<file path="config.mk">
export PLATFORM = sky130hd
export DESIGN_NAME = modem_line_unit
export DESIGN_NICKNAME = d
export VERILOG_FILES = /design/src/rtl/mdm_pkg.sv /design/src/rtl/mdm_control.sv /design/src/rtl/mdm_datapath.sv /design/src/rtl/modem_line_unit.sv
export SDC_FILE = /design/constraint.sdc
export NUM_CORES = 1
export LEC_CHECK = 0
export BUFFER_PORTS_ARGS = -buffer_cell sky130_fd_sc_hd__buf_4
export CELL_PAD_IN_SITES_DETAIL_PLACEMENT = 1
export CELL_PAD_IN_SITES_GLOBAL_PLACEMENT = 2
export CORE_MARGIN = 3
export CORE_UTILIZATION = 26
export DETAILED_ROUTE_END_ITERATION = 8
export HOLD_SLACK_MARGIN = 0.06
export PLACE_DENSITY_LB_ADDON = 0.1
export SYNTH_ARGS = -nofsm -noshare
export SYNTH_HDL_FRONTEND = slang
export SYNTH_HIERARCHICAL = 1
export SYNTH_SLANG_ARGS = --single-unit
export TNS_END_PERCENT = 1
</file>
<file path="constraint.sdc">
create_clock -name clk -period 1.3 [get_ports clk]
set_input_delay 0.065 -clock clk [delete_from_list [all_inputs] [get_ports clk]]
set_output_delay 0.065 -clock clk [all_outputs]
set_load 0.05 [all_outputs]
</file>
<file path="src/rtl/mdm_pkg.sv">
package mdm_pkg;
  localparam int REG_W     = 8;
  localparam int NLINES    = 4;
  localparam int CTRL_BITS = 5;

  // incoming line index (status bit = index + NLINES for level, index for flag)
  localparam int LN_CTS = 0;
  localparam int LN_DSR = 1;
  localparam int LN_RI  = 2;
  localparam int LN_DCD = 3;

  // control register bit positions
  localparam int CB_DTR  = 0;
  localparam int CB_RTS  = 1;
  localparam int CB_OUT1 = 2;
  localparam int CB_OUT2 = 3;
  localparam int CB_LOOP = 4;

  localparam logic [NLINES-1:0]    LINE_RST = 4'b1011;
  localparam logic [CTRL_BITS-1:0] CTRL_RST = 5'b01000;

  typedef struct packed {
    logic wrCtrl;
    logic clrDelta;
    logic sampleLines;
  } mdmStrobe_t;
endpackage

</file>
<file path="src/rtl/mdm_control.sv">
module mdm_control
  import mdm_pkg::*;
(
  input  logic       clk,
  input  logic       rstN,
  input  logic       wrEn,
  input  logic       rdEn,
  input  logic       regSel,
  input  logic       loopMode,
  output mdmStrobe_t stb
);
  always_comb begin
    stb.wrCtrl      = wrEn & ~regSel;
    stb.clrDelta    = rdEn & regSel & ~loopMode;
    stb.sampleLines = ~loopMode;
  end

  // a status read outside loopback always issues a clear strobe
  p_read_clears_r6: assert property (@(posedge clk) disable iff (!rstN)
    (rdEn && regSel && !loopMode) |-> stb.clrDelta);
endmodule

</file>
<file path="src/rtl/mdm_datapath.sv">
module mdm_datapath
  import mdm_pkg::*;
(
  input  logic              clk,
  input  logic              rstN,
  input  mdmStrobe_t        stb,
  input  logic              regSel,
  input  logic [REG_W-1:0]  wrData,
  input  logic [NLINES-1:0] lineIn,
  output logic [REG_W-1:0]  rdData,
  output logic              loopMode,
  output logic [NLINES-1:0] deltaQ,
  output logic              dtrPin,
  output logic              rtsPin,
  output logic              out1Pin,
  output logic              out2Pin
);
  logic [CTRL_BITS-1:0] ctrlQ;
  logic [NLINES-1:0]    lineQ;
  logic [NLINES-1:0]    chg;
  logic [REG_W-1:0]     loopView;

  assign loopMode = ctrlQ[CB_LOOP];

  always_ff @(posedge clk or negedge rstN) begin
    if (!rstN) ctrlQ <= CTRL_RST;
    else if (stb.wrCtrl) ctrlQ <= wrData[CTRL_BITS-1:0];
  end

  for (genvar i = 0; i < NLINES; i++) begin : g_chg
    if (i == LN_RI) begin : g_trail
      assign chg[i] = stb.sampleLines & lineQ[i] & ~lineIn[i];
    end else begin : g_any
      assign chg[i] = stb.sampleLines & (lineQ[i] ^ lineIn[i]);
    end
  end

  always_ff @(posedge clk or negedge rstN) begin
    if (!rstN) begin
      lineQ  <= LINE_RST;
      deltaQ <= '0;
    end else begin
      if (stb.sampleLines) lineQ <= lineIn;
      deltaQ <= (stb.clrDelta ? '0 : deltaQ) | chg;
    end
  end

  always_comb begin
    loopView = '0;
    loopView[NLINES+LN_DCD] = ctrlQ[CB_OUT2];
    loopView[NLINES+LN_RI]  = ctrlQ[CB_OUT1];
    loopView[NLINES+LN_DSR] = ctrlQ[CB_DTR];
    loopView[NLINES+LN_CTS] = ctrlQ[CB_RTS];
  end

  always_comb begin
    if (!regSel)      rdData = {{(REG_W-CTRL_BITS){1'b0}}, ctrlQ};
    else if (loopMode) rdData = loopView;
    else               rdData = {lineQ, deltaQ};
  end

  assign dtrPin  = ctrlQ[CB_DTR]  & ~loopMode;
  assign rtsPin  = ctrlQ[CB_RTS]  & ~loopMode;
  assign out1Pin = ctrlQ[CB_OUT1] & ~loopMode;
  assign out2Pin = ctrlQ[CB_OUT2] & ~loopMode;

  p_ctrl_keep_r2: assert property (@(posedge clk) disable iff (!rstN)
    stb.wrCtrl |=> ctrlQ == $past(wrData[CTRL_BITS-1:0]));

  p_cts_change_r4: assert property (@(posedge clk) disable iff (!rstN)
    (stb.sampleLines && (lineQ[LN_CTS] != lineIn[LN_CTS])) |=> deltaQ[LN_CTS]);

  p_ri_rise_quiet_r5: assert property (@(posedge clk) disable iff (!rstN)
    (stb.sampleLines && !lineQ[LN_RI] && lineIn[LN_RI] && !deltaQ[LN_RI]) |=> !deltaQ[LN_RI]);

  p_clear_r6: assert property (@(posedge clk) disable iff (!rstN)
    (stb.clrDelta && chg == '0) |=> deltaQ == '0);

  p_loop_hold_r8: assert property (@(posedge clk) disable iff (!rstN)
    !stb.sampleLines |=> lineQ == $past(lineQ));

  p_loop_keep_r9: assert property (@(posedge clk) disable iff (!rstN)
    loopMode |=> deltaQ == $past(deltaQ));
endmodule

</file>
<file path="src/rtl/modem_line_unit.sv">
module modem_line_unit
  import mdm_pkg::*;
(
  input  logic       clk,
  input  logic       rstN,
  input  logic       regSel,
  input  logic       wrEn,
  input  logic [7:0] wrData,
  input  logic       rdEn,
  output logic [7:0] rdData,
  input  logic       msIntEn,
  input  logic       ctsIn,
  input  logic       dsrIn,
  input  logic       dcdIn,
  input  logic       riIn,
  output logic       rtsOut,
  output logic       dtrOut,
  output logic       out1Out,
  output logic       out2Out,
  output logic       msIrq
);
  mdmStrobe_t        stb;
  logic              loopMode;
  logic [NLINES-1:0] deltaQ;
  logic [NLINES-1:0] lineIn;

  always_comb begin
    lineIn = '0;
    lineIn[LN_CTS] = ctsIn;
    lineIn[LN_DSR] = dsrIn;
    lineIn[LN_RI]  = riIn;
    lineIn[LN_DCD] = dcdIn;
  end

  mdm_control ctrl_i (
    .clk(clk), .rstN(rstN), .wrEn(wrEn), .rdEn(rdEn),
    .regSel(regSel), .loopMode(loopMode), .stb(stb)
  );

  mdm_datapath dp_i (
    .clk(clk), .rstN(rstN), .stb(stb), .regSel(regSel), .wrData(wrData),
    .lineIn(lineIn), .rdData(rdData), .loopMode(loopMode), .deltaQ(deltaQ),
    .dtrPin(dtrOut), .rtsPin(rtsOut), .out1Pin(out1Out), .out2Pin(out2Out)
  );

  assign msIrq = msIntEn & (|deltaQ);

  p_irq_off_r7: assert property (@(posedge clk) disable iff (!rstN)
    !msIntEn |-> !msIrq);

  p_loop_pins_r8: assert property (@(posedge clk) disable iff (!rstN)
    loopMode |-> !(rtsOut || dtrOut || out1Out || out2Out));
endmodule

</file>
=== After elaboration in Yosys (flattened, before gate mapping) ===
Index checks and enable logic that the tools add are counted.

* Output and inout port bits: 13
* Bits in registers: 13
* Input bits: 18
* Word-level logic and storage cells: 27

* Reduce and logical (&&, ||, !) cells: 1
* Bitwise gates (word level): 20
* Mux-type cells: 3

{| class="wikitable"
|+ Operators by type and width
! operator !! number
|-
| two-way mux 8 bit || 2
|-
| AND 1 bit || 13
|-
| two-way mux 4 bit || 1
|-
| bitwise OR 4 bit || 1
|-
| OR reduction 4 bit || 1
|-
| inverter 1 bit || 3
|-
| bitwise XOR 1 bit || 3
|}

=== Longest topological paths before layout ===
Gate-level depths: netlist of run 1.

* Depth after elaboration: 4
* Depth in mapped cells: 4

=== Hierarchy ===
The synthesis of run 1 kept the hierarchy.

{| class="wikitable"
|+ By module, submodules not included
! module !! cells an instance !! area each (µm²) !! sequential area each (µm²) !! instances
|-
| mdm_datapath || 64 || 660.6 || 330.3 || 1
|-
| mdm_control || 3 || 18.8 || 0.0 || 1
|-
| modem_line_unit || 1 || 11.3 || 0.0 || 1
|}

=== Worst setup path after synthesis of run 1 ===
Ideal clock, no wire load.

* Path kind: register to output
* From: register dp_i.ctrlQ[3]
* To: output port rdData[3]
* Required time: 1235 ps
* Arrival: 1642 ps
* Cell stages (with the launch flop): 3
* Path slack: -407 ps
* Path buffers: 0
* Cells stage by stage: dfstp_2 -> inv_1 -> o21ai_0

* Word-level cells in the longest chain between the ends: 1

{| class="wikitable"
|+ RTL lines
! item !! line !! source
|-
| start, declared || mdm_datapath.sv:18 || <nowiki>logic [CTRL_BITS-1:0] ctrlQ;</nowiki>
|-
| start signal, assigned || mdm_datapath.sv:27 || <nowiki>else if (stb.wrCtrl) ctrlQ <= wrData[CTRL_BITS-1:0];</nowiki>
|-
| two-way mux 8 bit || mdm_datapath.sv:57 || <nowiki>if (!regSel) rdData = {{(REG_W-CTRL_BITS){1'b0}}, ctrlQ};</nowiki>
|-
| end, declared || modem_line_unit.sv:10 || <nowiki>output logic [7:0] rdData,</nowiki>
|}

Every way passes these cells.

=== Worst setup path in the final report of run 1 ===
* From: register dp_i.ctrlQ[4]
* To: output port rdData[5]

* Word-level cells in the longest chain between the ends: 2

{| class="wikitable"
|+ RTL lines
! item !! line !! source
|-
| two-way mux 8 bit || mdm_datapath.sv:58 || <nowiki>else if (loopMode) rdData = loopView;</nowiki>
|-
| two-way mux 8 bit || mdm_datapath.sv:57 ||
|}

Every way passes these cells.

==> results.cfg, run 1 <==
[die]
num_rows = 18
start_util_pct = 27.6
die_area_mm2 = 0.00331
die_h_um = 57.5
die_w_um = 57.5
core-area_mm2 = 0.00250
io_pins = 31

[detailed_routing]
drt-total-wl_mm = 1.82
wire_per_inst_um = 13.1
vias_per_cell = 4.63
drt_iter0_markers = 7
drc = 0
firstDrtPassIters = 2
drtAntennaViolNets = 0
num_vias = 643

[worst_setup_path]
worstSetupStartpointType = flop
r2r_slack_ps = 110
critPathArrivalTime_ps = 1300
critPathRequiredTime_ps = 1240
endpoint_kind = output port
worstPathMaxFanout = 9
crit_type = flop to output port

[cts]
insertion_delay_ps = 270
cts-root-buf = clkbuf_4
clk_pin_slew_ps = 90
clk_path_buf_depth = 2
cts_tree = built
h-tree-depth = 1
cts.sinks = 13
numCtsBuffers = 3

[global_routing]
grt_first_pass_wirelength_mm = 3.02
grt_max_degree = 16
first_global_vias = 689
grtUsageTotal_pct = 12.3
overflow = 0
antenna_found_initial = 0

[sta]
setup_violations = 6
max_slew_margin_pct = 88.4
tightest_slew_ps = 173
clock.fmax_mhz = 733
finalHoldViolations = 0
period_needed_ps = 1360
min_period_over_period_pct = 105
slew_violations = 0
clock_skew_ps = 0.435
setup_ws_ps = -64.5
rsz0062_at_grt = true

[placement]
port-buffer-count = 27
placed_area_um2 = 915
dp_hpwl_mm = 1.32
gp_congestion = 0.665
place_ws_ps = 81.2

[final_layout]
drive_gt1_share_pct = 48.6
nets = 128
design_area_mm2 = 0.00114
final_util_pct = 45.5
nFillCells = 290
n_antenna_cell = 0
area_delta_synth_final_pct = 64.9

[yosys]
synth_area_um2 = 691
synth_warnings = 6
yosysUniqueCellTypes = 20
synth_seq_cells = 13
synth_area_per_cell_um2 = 10.2
syn-num-nets = 86
yosysSeqAreaShare_pct = 47.8
syn_inst = 68

[power_and_ir_drop]
total_leakage_power_nw = 0.515
powerDensity_mw_per_mm2 = 1360
power.total_mw = 1.55
ir_worst_vdd_uv = 783

[run_status]
violations = setup timing
run_status = finished, violations left

[worst_hold_path]
hp-class = primary input to async pin

[flow_run]
cap_violations = 0
==> final timing paths <==
check	startpoint	endpoint	cells after the start
min in group clk	rdEn	dp_i/deltaQ[2]	4
worst max-delay path	dp_i/ctrlQ[4]	rdData[5]	4
worst max register to register	dp_i/ctrlQ[4]	dp_i/deltaQ[3]	4
worst min register to register	dp_i/deltaQ[2]	dp_i/deltaQ[2]	1
max in group asynchronous	rstN	dp_i/lineQ[3]	2
worst min-delay path	rstN	dp_i/deltaQ[3]	2
==> where the power goes <==
| group | internal, mW | switching, mW |
|---|---|---|
| sequential | 0.504 | 0.0664 |
| combinational | 0.312 | 0.411 |
| clock | 0.114 | 0.144 |
==> sequential cells by signal, summed over array words and instances, names as in the netlist <==
register / count
dp_i/lineQ: 4
dp_i/ctrlQ: 5
dp_i/deltaQ: 4
==> critical path, stage by stage, from the launching register on <==
cell and delay, ps:
dfrtp_2 420, buf_6 140, mux2i_1 120, nor2b_1 160, buf_6 180
==> synthesized netlist by cell type <==
library cell	number	area [um^2]
dfstp_2	4	105
o2bb2ai_1	1	8.76
buf_2	3	15.0
nor2_1	4	15.0
nor2b_1	4	25.0
o41a_1	1	11.3
dfrtp_1	9	225
a31oi_1	1	6.26
mux2i_1	3	30.0
o21ai_0	5	25.0
o22ai_1	3	18.8
a21oi_1	1	5.00
mux2_2	5	56.3
nand2_1	8	30.0
inv_1	6	22.5
and3b_1	1	8.76
buf_6	2	22.5
xor2_1	3	26.3
a22o_1	3	26.3
nand3b_1	1	7.51
==> what timing repair did <==
action	CTS	global route
hold endpoints to repair	23	0
pin swaps	1	0
endpoints found under the setup margin	11	13
setup buffers	3	0
hold buffers	10	0
resized for setup	7	13
==> cells in the final DEF (no fill, tap or decap), drive strengths merged <==
master	netlist	routed
dfrtp	9	9
a31oi	1	1
nand3b	1	1
o22ai	3	3
nor2	4	4
dfstp	4	4
clkinv	0	1
clkinvlp	0	1
and3b	1	1
dlygate4sd3	0	10
clkbuf	0	3
o21ai	5	5
xor2	3	3
a22o	3	3
mux2	5	5
o41a	1	1
nand2	8	8
inv	6	5
a21oi	1	1
mux2i	3	3
o2bb2ai	1	1
nor2b	4	4
buf	5	32
==> through the flow <==
step                      hold slack, ps  std cells  TNS [ps]
after floorplan                     -231         68      -979
after global placement             -77.1        122         0
after detailed placement           -72.7        122         0
after CTS                            163        139      -394
after global routing                 164        139      -881
final                                168        139      -210
==> metal layers <==
metal | routed length [um] | share of wire [%] | vias to the layer above | global-route usage (%)
met5 | 0 | 0 | - | 0
met4 | 20 | 1.1 | 0 | 6.95
met3 | 91 | 5.0 | 2 | 2.26
met2 | 905 | 50 | 18 | 20.5
met1 | 806 | 44 | 310 | 14.8
li1 | - | - | 313 | -
==> cell families after synthesis <==
family / Yosys count / synth area share (%)
buf+inv: 11 / 8.69
mux: 8 / 12.5
flops: 13 / 47.8
xor+xnor: 3 / 3.81
compound gates: 15 / 14.7
simple gates: 18 / 12.5
==> cell type report <==
class | instances | area [um^2] | share of cell area (%)
repair buffers | 42 | 385 | 33.8
flip-flops and latches | 13 | 332 | 29.1
multi-input cells | 44 | 330 | 29.0
well taps | 30 | 37.5 | 3.30
inverters | 6 | 26.3 | 2.31
clock buffers | 3 | 22.5 | 1.98
clock inverters | 1 | 5.00 | 0.440
Note: power is estimated with default switching activity, not from simulation.
==> run 2, diff against run 1 <==
==> constraint.sdc (replaced) <==
create_clock -name clk -period 1.3 [get_ports clk]
set_input_delay 0.26 -clock clk [delete_from_list [all_inputs] [get_ports clk]]
set_output_delay 0.26 -clock clk [all_outputs]
set_load 0.05 [all_outputs]
==> results.cfg, run 2 (synthesis gave the netlist of run 1 again) <==
[worst_setup_path]
endpoint_kind = output port
r2r_slack_ps = -60
worstSetupStartpointType = flop
critPathArrivalTime_ps = 1270
critical_path.startpoint = dp_i/ctrlQ[4]
crit_type = flop to output port
rr_worst_depth = 5
critPathRequiredTime_ps = 1040
r2r-end = dp_i/deltaQ[3]
worstPathMaxFanout = 8
r2r_start = dp_i/ctrlQ[4]

[detailed_routing]
wire_per_inst_um = 13.6
vias_per_cell = 4.70
drt_iter0_markers = 5
firstDrtPassIters = 2
drc = 0
drt-total-wl_mm = 1.81
drtAntennaViolNets = 0
num_vias = 625

[cts]
clk_path_buf_depth = 2
cts_tree = built
cts-root-buf = clkbuf_4
cts.sinks = 13
insertion_delay_ps = 280
clk_pin_slew_ps = 80
h-tree-depth = 1
numCtsBuffers = 3

[worst_hold_path]
min_path_cells = 2
min_from = riIn
hp-class = primary input to flop
min_to = dp_i/deltaQ[2]

[global_routing]
first_global_vias = 681
antenna_found_initial = 0
grt_first_pass_wirelength_mm = 3.05
grtUsageTotal_pct = 12.6
overflow = 0
grt_max_degree = 16

[power_and_ir_drop]
power.total_mw = 1.63
total_leakage_power_nw = 0.506
ir_worst_vdd_uv = 716
powerDensity_mw_per_mm2 = 1440

[sta]
min_period_over_period_pct = 117
setup_violations = 16
tns_ps = -2590
max_slew_margin_pct = 81.7
finalHoldViolations = 0
timing.hold.ws_ps = 164
rsz0062_at_grt = true
period_needed_ps = 1530
setup_ws_ps = -226
clock_skew_ps = 7.65
slew_violations = 0
tightest_slew_ps = 274
clock.fmax_mhz = 655

[die]
core-area_mm2 = 0.00250
io_pins = 31
die_w_um = 57.5
start_util_pct = 27.6
die_h_um = 57.5
die_area_mm2 = 0.00331
num_rows = 18

[final_layout]
drive_gt1_share_pct = 61.2
nets = 122
reg_top3 = dp_i/ctrlQ (5), dp_i/deltaQ (4), dp_i/lineQ (4)
final_util_pct = 45.2
final_common_cell = buf_4
n_antenna_cell = 0
layout_common_cells = 20 x buf_4, 15 x buf_6, 8 x nand2_1, 8 x dfrtp_1
largest_reg_flops = 5
largest_register = dp_i/ctrlQ
area_delta_synth_final_pct = 63.6

[run_status]
run_status = finished, violations left
violations = setup timing

[placement]
port-buffer-count = 27
place_ws_ps = -1.96
gp_congestion = 0.676
dp_hpwl_mm = 1.37

[flow_run]
cap_violations = 0
## run 2: repair_timing
| action | in CTS | in global routing |
|---|---|---|
| setup endpoints to repair | 15 | 17 |
| hold buffers | 1 | 0 |
| buffers inserted | 2 | 0 |
| resized for setup | 18 | 5 |
| endpoints found under the hold margin | 13 | 0 |
| pin swaps | 1 | 1 |
## run 2: report_power, final
part	internal [mW]	total [mW]	switching [mW]	leakage [nW]
Sequential	0.504	0.574	0.0699	0.145
Clock	0.119	0.255	0.136	0.0150
Combinational	0.360	0.800	0.439	0.347
Total	0.983	1.63	0.645	0.506
## run 2: area by class of cell
| type | instances | area (um^2) |
|---|---|---|
| sequential | 13 | 332 |
| fill | 297 | 1370 |
| tap | 30 | 37.5 |
| inverter | 6 | 22.5 |
| timing repair buffer | 36 | 329 |
| multi-input combinational | 44 | 383 |
| clock buffer | 4 | 26.3 |
## run 2: worst max path at each step
stage	end	slack, ps
2_1_floorplan	rdData[4]	-160
3_3_place_gp	rdData[4]	-3
3_5_place_dp	dp_i/deltaQ[3]	-2
4_1_cts	msIrq	-230
5_1_grt	rdData[4]	-300
6_report	rdData[4]	-230
## run 2: stage by stage
| stage | instance area [um^2] | cells |
|---|---|---|
| global route | 1130 | 133 |
| finish | 1130 | 133 |
| global placement | 985 | 126 |
| floorplan | 737 | 68 |
| detailed placement | 985 | 126 |
| CTS | 1100 | 133 |
## run 2: metal layers
layer  global-route usage [%]  vias to the layer above  routed length, um
li1                         -                      299                  -
met1                     14.3                      307                676
met2                     21.9                       17               1010
met3                     4.98                        2                110
met4                     2.98                        0                 15
met5                        0                        -                  0
## run 2: worst max-delay path, stage by stage (launching register included)
cell and delay (ps):
dfrtp_2 490, buf_6 160, a31oi_4 160, buf_6 180
